`config.mk`:
```
export PLATFORM = sky130hd
export DESIGN_NAME = serial_xchg
export DESIGN_NICKNAME = d
export VERILOG_FILES = /design/src/rtl/serial_xchg.sv
export SDC_FILE = /design/constraint.sdc
export NUM_CORES = 1
export LEC_CHECK = 0
export ABC_AREA = 1
export BUFFER_PORTS_ARGS = -buffer_cell sky130_fd_sc_hd__buf_4
export CAP_MARGIN = 20
export CORE_ASPECT_RATIO = 0.8
export CORE_MARGIN = 1.5
export CORE_UTILIZATION = 55
export DETAILED_ROUTE_END_ITERATION = 16
export GPL_TIMING_DRIVEN = 1
export PLACE_DENSITY_LB_ADDON = 0.15
export SETUP_SLACK_MARGIN = 0.02
export SYNTH_ARGS = -nofsm -noshare
export SYNTH_HDL_FRONTEND = slang
export SYNTH_SLANG_ARGS = --single-unit
```
`constraint.sdc`:
```
create_clock -name clk -period 2.5 [get_ports clk]
set_input_delay 0.125 -clock clk [delete_from_list [all_inputs] [get_ports clk]]
set_output_delay 0.125 -clock clk [all_outputs]
set_load 0.005 [all_outputs]
```
`src/rtl/serial_xchg.sv`:
```
module serial_xchg #(
  parameter int DIV0 = 4,
  parameter int DIV1 = 8,
  parameter int DIV2 = 16,
  parameter int DIV3 = 64
) (
  input  logic       clk,
  input  logic       rst_n,
  input  logic [1:0] addr,
  input  logic       wr_en,
  input  logic       rd_en,
  input  logic [7:0] wdata,
  output logic [7:0] rdata,
  output logic       irq,
  output logic       sclk_o,
  input  logic       sclk_i,
  output logic       mosi_o,
  input  logic       mosi_i,
  output logic       miso_o,
  input  logic       miso_i,
  input  logic       ss_n_i
);
  localparam int CW = $clog2(DIV3 / 2) + 1;
  localparam logic [1:0] A_CTRL = 2'd0;
  localparam logic [1:0] A_STAT = 2'd1;
  localparam logic [1:0] A_DATA = 2'd2;
  localparam logic [4:0] LAST_EDGE = 5'd15;

  logic [7:0] ctrl, sh, rx, rbuf;
  logic done_f, wcol_f, ovf_f, armed;
  logic m_pend, m_act, sclk_q;
  logic [4:0] ecnt;
  logic [CW-1:0] dcnt, half;
  logic [1:0] ss_s, mo_s;
  logic [2:0] sk_s;

  wire en   = ctrl[7];
  wire mst  = ctrl[6];
  wire cpol = ctrl[5];
  wire cpha = ctrl[4];
  wire lsbf = ctrl[3];
  wire [1:0] rate = ctrl[1:0];

  always_comb begin
    case (rate)
      2'd0:    half = CW'(DIV0 / 2);
      2'd1:    half = CW'(DIV1 / 2);
      2'd2:    half = CW'(DIV2 / 2);
      default: half = CW'(DIV3 / 2);
    endcase
  end

  wire tick    = (dcnt == half - 1'b1);
  wire ss_low  = en & ~mst & ~ss_s[1];
  wire edge_ev = mst ? (en & m_act & tick) : (ss_low & (sk_s[1] ^ sk_s[2]));
  wire smp     = edge_ev & (ecnt[0] == cpha);
  wire shf     = edge_ev & (ecnt[0] != cpha) & (ecnt != 5'd0) & (ecnt != LAST_EDGE);
  wire fin     = edge_ev & (ecnt == LAST_EDGE);
  wire in_bit  = mst ? miso_i : mo_s[1];
  wire [7:0] rx_nx = !smp ? rx : (lsbf ? {in_bit, rx[7:1]} : {rx[6:0], in_bit});
  wire busy    = mst ? (m_act | m_pend) : (ss_low & (ecnt != 5'd0));
  wire d_wr    = wr_en & (addr == A_DATA);
  wire d_acc   = (wr_en | rd_en) & (addr == A_DATA);
  wire s_rd    = rd_en & (addr == A_STAT);
  wire head    = lsbf ? sh[0] : sh[7];

  assign sclk_o = sclk_q;
  assign mosi_o = head;
  assign miso_o = head;
  assign irq    = done_f;

  always_comb begin
    case (addr)
      A_CTRL:  rdata = ctrl;
      A_STAT:  rdata = {done_f, wcol_f, ovf_f, 5'd0};
      A_DATA:  rdata = rbuf;
      default: rdata = 8'd0;
    endcase
  end

  // pin synchronisers for slave mode
  always_ff @(posedge clk or negedge rst_n) begin
    if (!rst_n) begin
      sk_s <= '0;
      ss_s <= 2'b11;
      mo_s <= '0;
    end else begin
      sk_s <= {sk_s[1:0], sclk_i};
      ss_s <= {ss_s[0], ss_n_i};
      mo_s <= {mo_s[0], mosi_i};
    end
  end

  always_ff @(posedge clk or negedge rst_n) begin
    if (!rst_n) ctrl <= 8'h04;
    else if (wr_en && addr == A_CTRL) ctrl <= wdata;
  end

  // master rate divider, start and clock generation
  always_ff @(posedge clk or negedge rst_n) begin
    if (!rst_n) begin
      dcnt   <= '0;
      m_pend <= 1'b0;
      m_act  <= 1'b0;
      sclk_q <= 1'b0;
    end else begin
      if (!en || !mst || tick) dcnt <= '0;
      else dcnt <= dcnt + 1'b1;
      if (!en || !mst) begin
        m_pend <= 1'b0;
        m_act  <= 1'b0;
      end else begin
        if (d_wr && !busy) m_pend <= 1'b1;
        if (tick && m_pend && !m_act) begin
          m_act  <= 1'b1;
          m_pend <= 1'b0;
        end
        if (fin) m_act <= 1'b0;
      end
      if (m_act && tick) sclk_q <= ~sclk_q;
      else if (!m_act) sclk_q <= cpol;
    end
  end

  // shared edge counter and shift registers
  always_ff @(posedge clk or negedge rst_n) begin
    if (!rst_n) begin
      ecnt <= '0;
      sh   <= '0;
      rx   <= '0;
    end else begin
      if (!en || (mst && !m_act) || (!mst && !ss_low) || fin) ecnt <= '0;
      else if (edge_ev) ecnt <= ecnt + 1'b1;
      rx <= rx_nx;
      if (d_wr && !busy) sh <= wdata;
      else if (shf) sh <= lsbf ? {1'b0, sh[7:1]} : {sh[6:0], 1'b0};
    end
  end

  // status flags and read buffer
  always_ff @(posedge clk or negedge rst_n) begin
    if (!rst_n) begin
      done_f <= 1'b0;
      wcol_f <= 1'b0;
      ovf_f  <= 1'b0;
      armed  <= 1'b0;
      rbuf   <= '0;
    end else begin
      if (s_rd) armed <= 1'b1;
      if (d_acc && armed) begin
        armed  <= 1'b0;
        done_f <= 1'b0;
        wcol_f <= 1'b0;
        ovf_f  <= 1'b0;
      end
      if (d_wr && busy) wcol_f <= 1'b1;
      if (fin) begin
        if (!mst && done_f) ovf_f <= 1'b1;
        else begin
          done_f <= 1'b1;
          rbuf   <= rx_nx;
        end
      end
    end
  end

  assert_idle_level_R4: assert property (@(posedge clk) disable iff (!rst_n)
    (!m_act && $past(!m_act) && $stable(cpol)) |-> sclk_o == cpol);

  assert_done_from_last_edge_R9: assert property (@(posedge clk) disable iff (!rst_n)
    $rose(done_f) |-> $past(fin));

  assert_ovf_slave_only_R8: assert property (@(posedge clk) disable iff (!rst_n)
    $rose(ovf_f) |-> $past(!mst));

  assert_ovf_keeps_buffer_R8: assert property (@(posedge clk) disable iff (!rst_n)
    $rose(ovf_f) |-> $stable(rbuf));

  assert_collision_no_load_R6: assert property (@(posedge clk) disable iff (!rst_n)
    (d_wr && busy && !shf) |=> $stable(sh));

endmodule

```
==> results.sh <==
export IMPL_peakVddDrop_mv=0.453
export IMPL_use_met1=0.342
export IMPL_synth_compound_area_frac=0.101
export IMPL_clk_pin_slew_worst_paths_ps=60
export IMPL_antenna_cells=0
export IMPL_rsz0062_at_grt="no"
export IMPL_wl_per_cell_um=14.3
export IMPL_initial_core_util=0.580
export IMPL_die_height_um=68.6
export IMPL_grt_max_degree=58
export IMPL_period_minus_slack_ps=1890
export IMPL_cts_tree="yes"
export IMPL_path_buf_inv=1
export IMPL_drtPass1Iterations=12
export IMPL_synth_area_leaders="dfrtp_1 (46%), nand2_1 (12%), nand3_1 (6.6%)"
export IMPL_synth_simple_area_share=0.300
export IMPL_final_cell_area_um2=3430
export IMPL_final_period_utilization=0.758
export IMPL_numPlacedInstances=436
export IMPL_yosysWarnings=0
export IMPL_ant_nets=0
export IMPL_fillCellCount=432
export IMPL_endpoint_kind="register"
export IMPL_busiest_layer="met2"
export IMPL_hold_viol=0
export IMPL_cts_root_buf="clkbuf_8"
export IMPL_slowest_delay_ps=470
export IMPL_placed_cell_area_um2=3210
export IMPL_required_ps=2740
export IMPL_path_cells="inv_1 -> ha_1 -> nand4_1 -> nand2_1 -> nand3_4 -> o211ai_1 -> o21ai_0 -> nand2_1 -> nand2_1"
export IMPL_std_cell_rows=23
export IMPL_drc=3
export IMPL_worstPathMaxFanout=26
export IMPL_dpl_hpwl_um=4490
export IMPL_grtUsageTotal=0.252
export IMPL_synth_top_area_frac=0.457
export IMPL_ys_seq_area_frac=0.484
export IMPL_max_cap_violations=0
export IMPL_reg2reg_slack_ps=610
export IMPL_grt_pass1_wl_um=10800
export IMPL_use_met3=0.0845
export IMPL_ys_ff_latch=57
export IMPL_core_area_um2=5090
export IMPL_crit_type="reg2reg"
export IMPL_grt_overflow=0
export IMPL_multi_input_area_um2=1310
export IMPL_grt_antenna_before_repair=0
export IMPL_fin_util=0.674
export IMPL_first_iter_violations=138
export IMPL_tns_ps=0
export IMPL_setup_viol=0
export IMPL_regArea_um2=1430
export IMPL_syn_area_um2=2960
export IMPL_synth_area_per_cell_um2=8.42
export IMPL_clock_sinks=57
export IMPL_h_tree_depth=3
export IMPL_fin_nets=411
export IMPL_use_met2=0.385
export IMPL_synthMuxAreaShare=0.00381
export IMPL_hp_class="in2reg"
export IMPL_crit_arrival_ps=2130
export IMPL_synth_top_family_by_area="simple AND/OR/NAND/NOR gates"
export IMPL_fp_dieW_um=85.0
export IMPL_clock_latency_ps=350
export IMPL_fmax_mhz=528
export IMPL_fin_skew_ps=8.25
export IMPL_final_cells=455
export IMPL_synth_xor_area_frac=0.0212
export IMPL_p_leak_uw=0.00172
export IMPL_drt_wl_total_um=6530
export IMPL_cts_inserted_buffers=9
export IMPL_cts_buffer_depth=2
export IMPL_relSlewSlack=0.533
export IMPL_ys_types=35
export IMPL_synth_fa_ha_area_frac=0.0169
export IMPL_numPortBuffers=29
export IMPL_via_count=2430
export IMPL_hold_slack_ps=24.7
export IMPL_synth_nets=373
export IMPL_syn_to_final_growth_pct=16.1
export IMPL_io_pin_count=30
export IMPL_grt_pass1_vias=2241
export IMPL_gp_congestion=0.889
export IMPL_avgViaCountPerCell=5.34
export IMPL_post_cts_resized=0
export IMPL_drive_gt1_frac=0.183
export IMPL_critical_path_slowest_cell="dfrtp_1"
export IMPL_cellPowerDensity_nw_per_um2=718
export IMPL_violations="design-rule violations"
export IMPL_synth_top_area_cell="dfrtp_1"
export IMPL_crit_path_start_kind="register"
export IMPL_slew_violations=0
export IMPL_cp_top_family="simple AND/OR/NAND/NOR gates"
export IMPL_synth_cells=351
export IMPL_status="finished with violations"
export IMPL_worst_pin_slew_ps=701
export IMPL_cpMostUsedCell="nand2_1"
export IMPL_die_area_um2=5830
synthesized netlist by cell type (all sizes together):
library cell	number
inv	43
xor2	2
o211ai	9
o21ai	33
mux2	1
ha	4
nor2	20
a22o	4
nand3	43
xnor2	3
nor3	3
nand4	1
and2	8
nor3b	1
a21oi	6
nand3b	1
or2	8
dfrtp	54
buf	4
clkbuf	4
dfstp	3
nand2	96
cells in the final DEF (no fill, tap or decap), drive strengths merged:
cell         synthesis  routed
nor3                 3       3
dfstp                3       3
nand3b               1       1
nand2               96      96
o211ai               9       9
a21oi                6       6
o21ai               33      33
and2                 8       8
nand3               43      43
clkbuf               4      12
a22o                 4       4
mux2                 1       1
buf                  4      31
inv                 43      43
ha                   4       4
or2                  8       8
nor2                20      20
dfrtp               54      54
xnor2                3       3
nor3b                1       1
dlygate4sd3          0       4
nand4                1       1
clkinv               0       3
xor2                 2       2
power by group:
| part | internal (uW) | total, uW | switching [uW] |
|---|---|---|---|
| registers | 1060 | 1160 | 97.7 |
| logic | 223 | 520 | 297 |
| clock network | 429 | 783 | 354 |
worst register-to-register path, stage by stage, from the launching register on:
cell and delay (ps):
dfrtp_1 470, inv_1 110, ha_1 140, nand4_1 190, nand2_1 200, nand3_4 270, o211ai_1 190, o21ai_0 110
nand2_1 70, nand2_1 40
metal layers:
metal,wire [um],up-vias
met5,0,-
met4,130,0
met3,374,15
met2,2870,61
met1,3160,1130
li1,-,1224
final timing paths:
check,from,end,cells past startpoint
max in group asynchronous,rst_n,rx[7]$_DFF_PN0_,2
worst min register to register,mo_s[0]$_DFF_PN0_,mo_s[1]$_DFF_PN0_,0
worst max register to register,ecnt[0]$_DFFE_PN0P_,sh[2]$_DFFE_PN0P_,9
min in group asynchronous,rst_n,dcnt[4]$_DFF_PN0_,2
worst max-delay path,ecnt[0]$_DFFE_PN0P_,sh[2]$_DFFE_PN0P_,9
worst min-delay path,wdata[0],ctrl[0]$_DFFE_PN0P_,2
registers in the layout, summed over array words and instances (netlist names):
signal  count
m_act       1
wcol_f      1
sh          8
dcnt        6
sk_s        3
ovf_f       1
irq         1
ctrl        8
ss_s        2
armed       1
rbuf        8
ecnt        5
mo_s        2
m_pend      1
rx          8
sclk_o      1
area by class of cell:
cell class              count  area share
repair buffers             35      0.0795
inverters                  43      0.0470
multi-input cells         243       0.382
clock buffers              12      0.0481
clock inverters             3     0.00437
flip-flops and latches     57       0.417
well taps                  62      0.0226
timing repair:
item                       in CTS  in global routing
hold buffers                    4                  0
setup endpoints to repair       0                  0
buffers inserted                0                  0
hold endpoints to repair       57                  0
kinds of logic (layout without fill, tap and decap cells):
| family | count (synthesis) | in the layout |
|---|---|---|
| simple gates | 181 | 181 |
| fa+ha+maj | 4 | 4 |
| compound gates | 52 | 52 |
| flops | 57 | 57 |
| mux | 1 | 1 |
| buf+inv | 51 | 93 |
| xor+xnor | 5 | 5 |
through the flow:
step / total power (uW) / worst slack [ps]
3_3_place_gp: 1670 / 640
6_report: 2460 / 605
5_1_grt: 2610 / 398
3_5_place_dp: 1680 / 628
2_1_floorplan: 1520 / 850
4_1_cts: 2480 / 603
(Power assumes the default switching activity.)
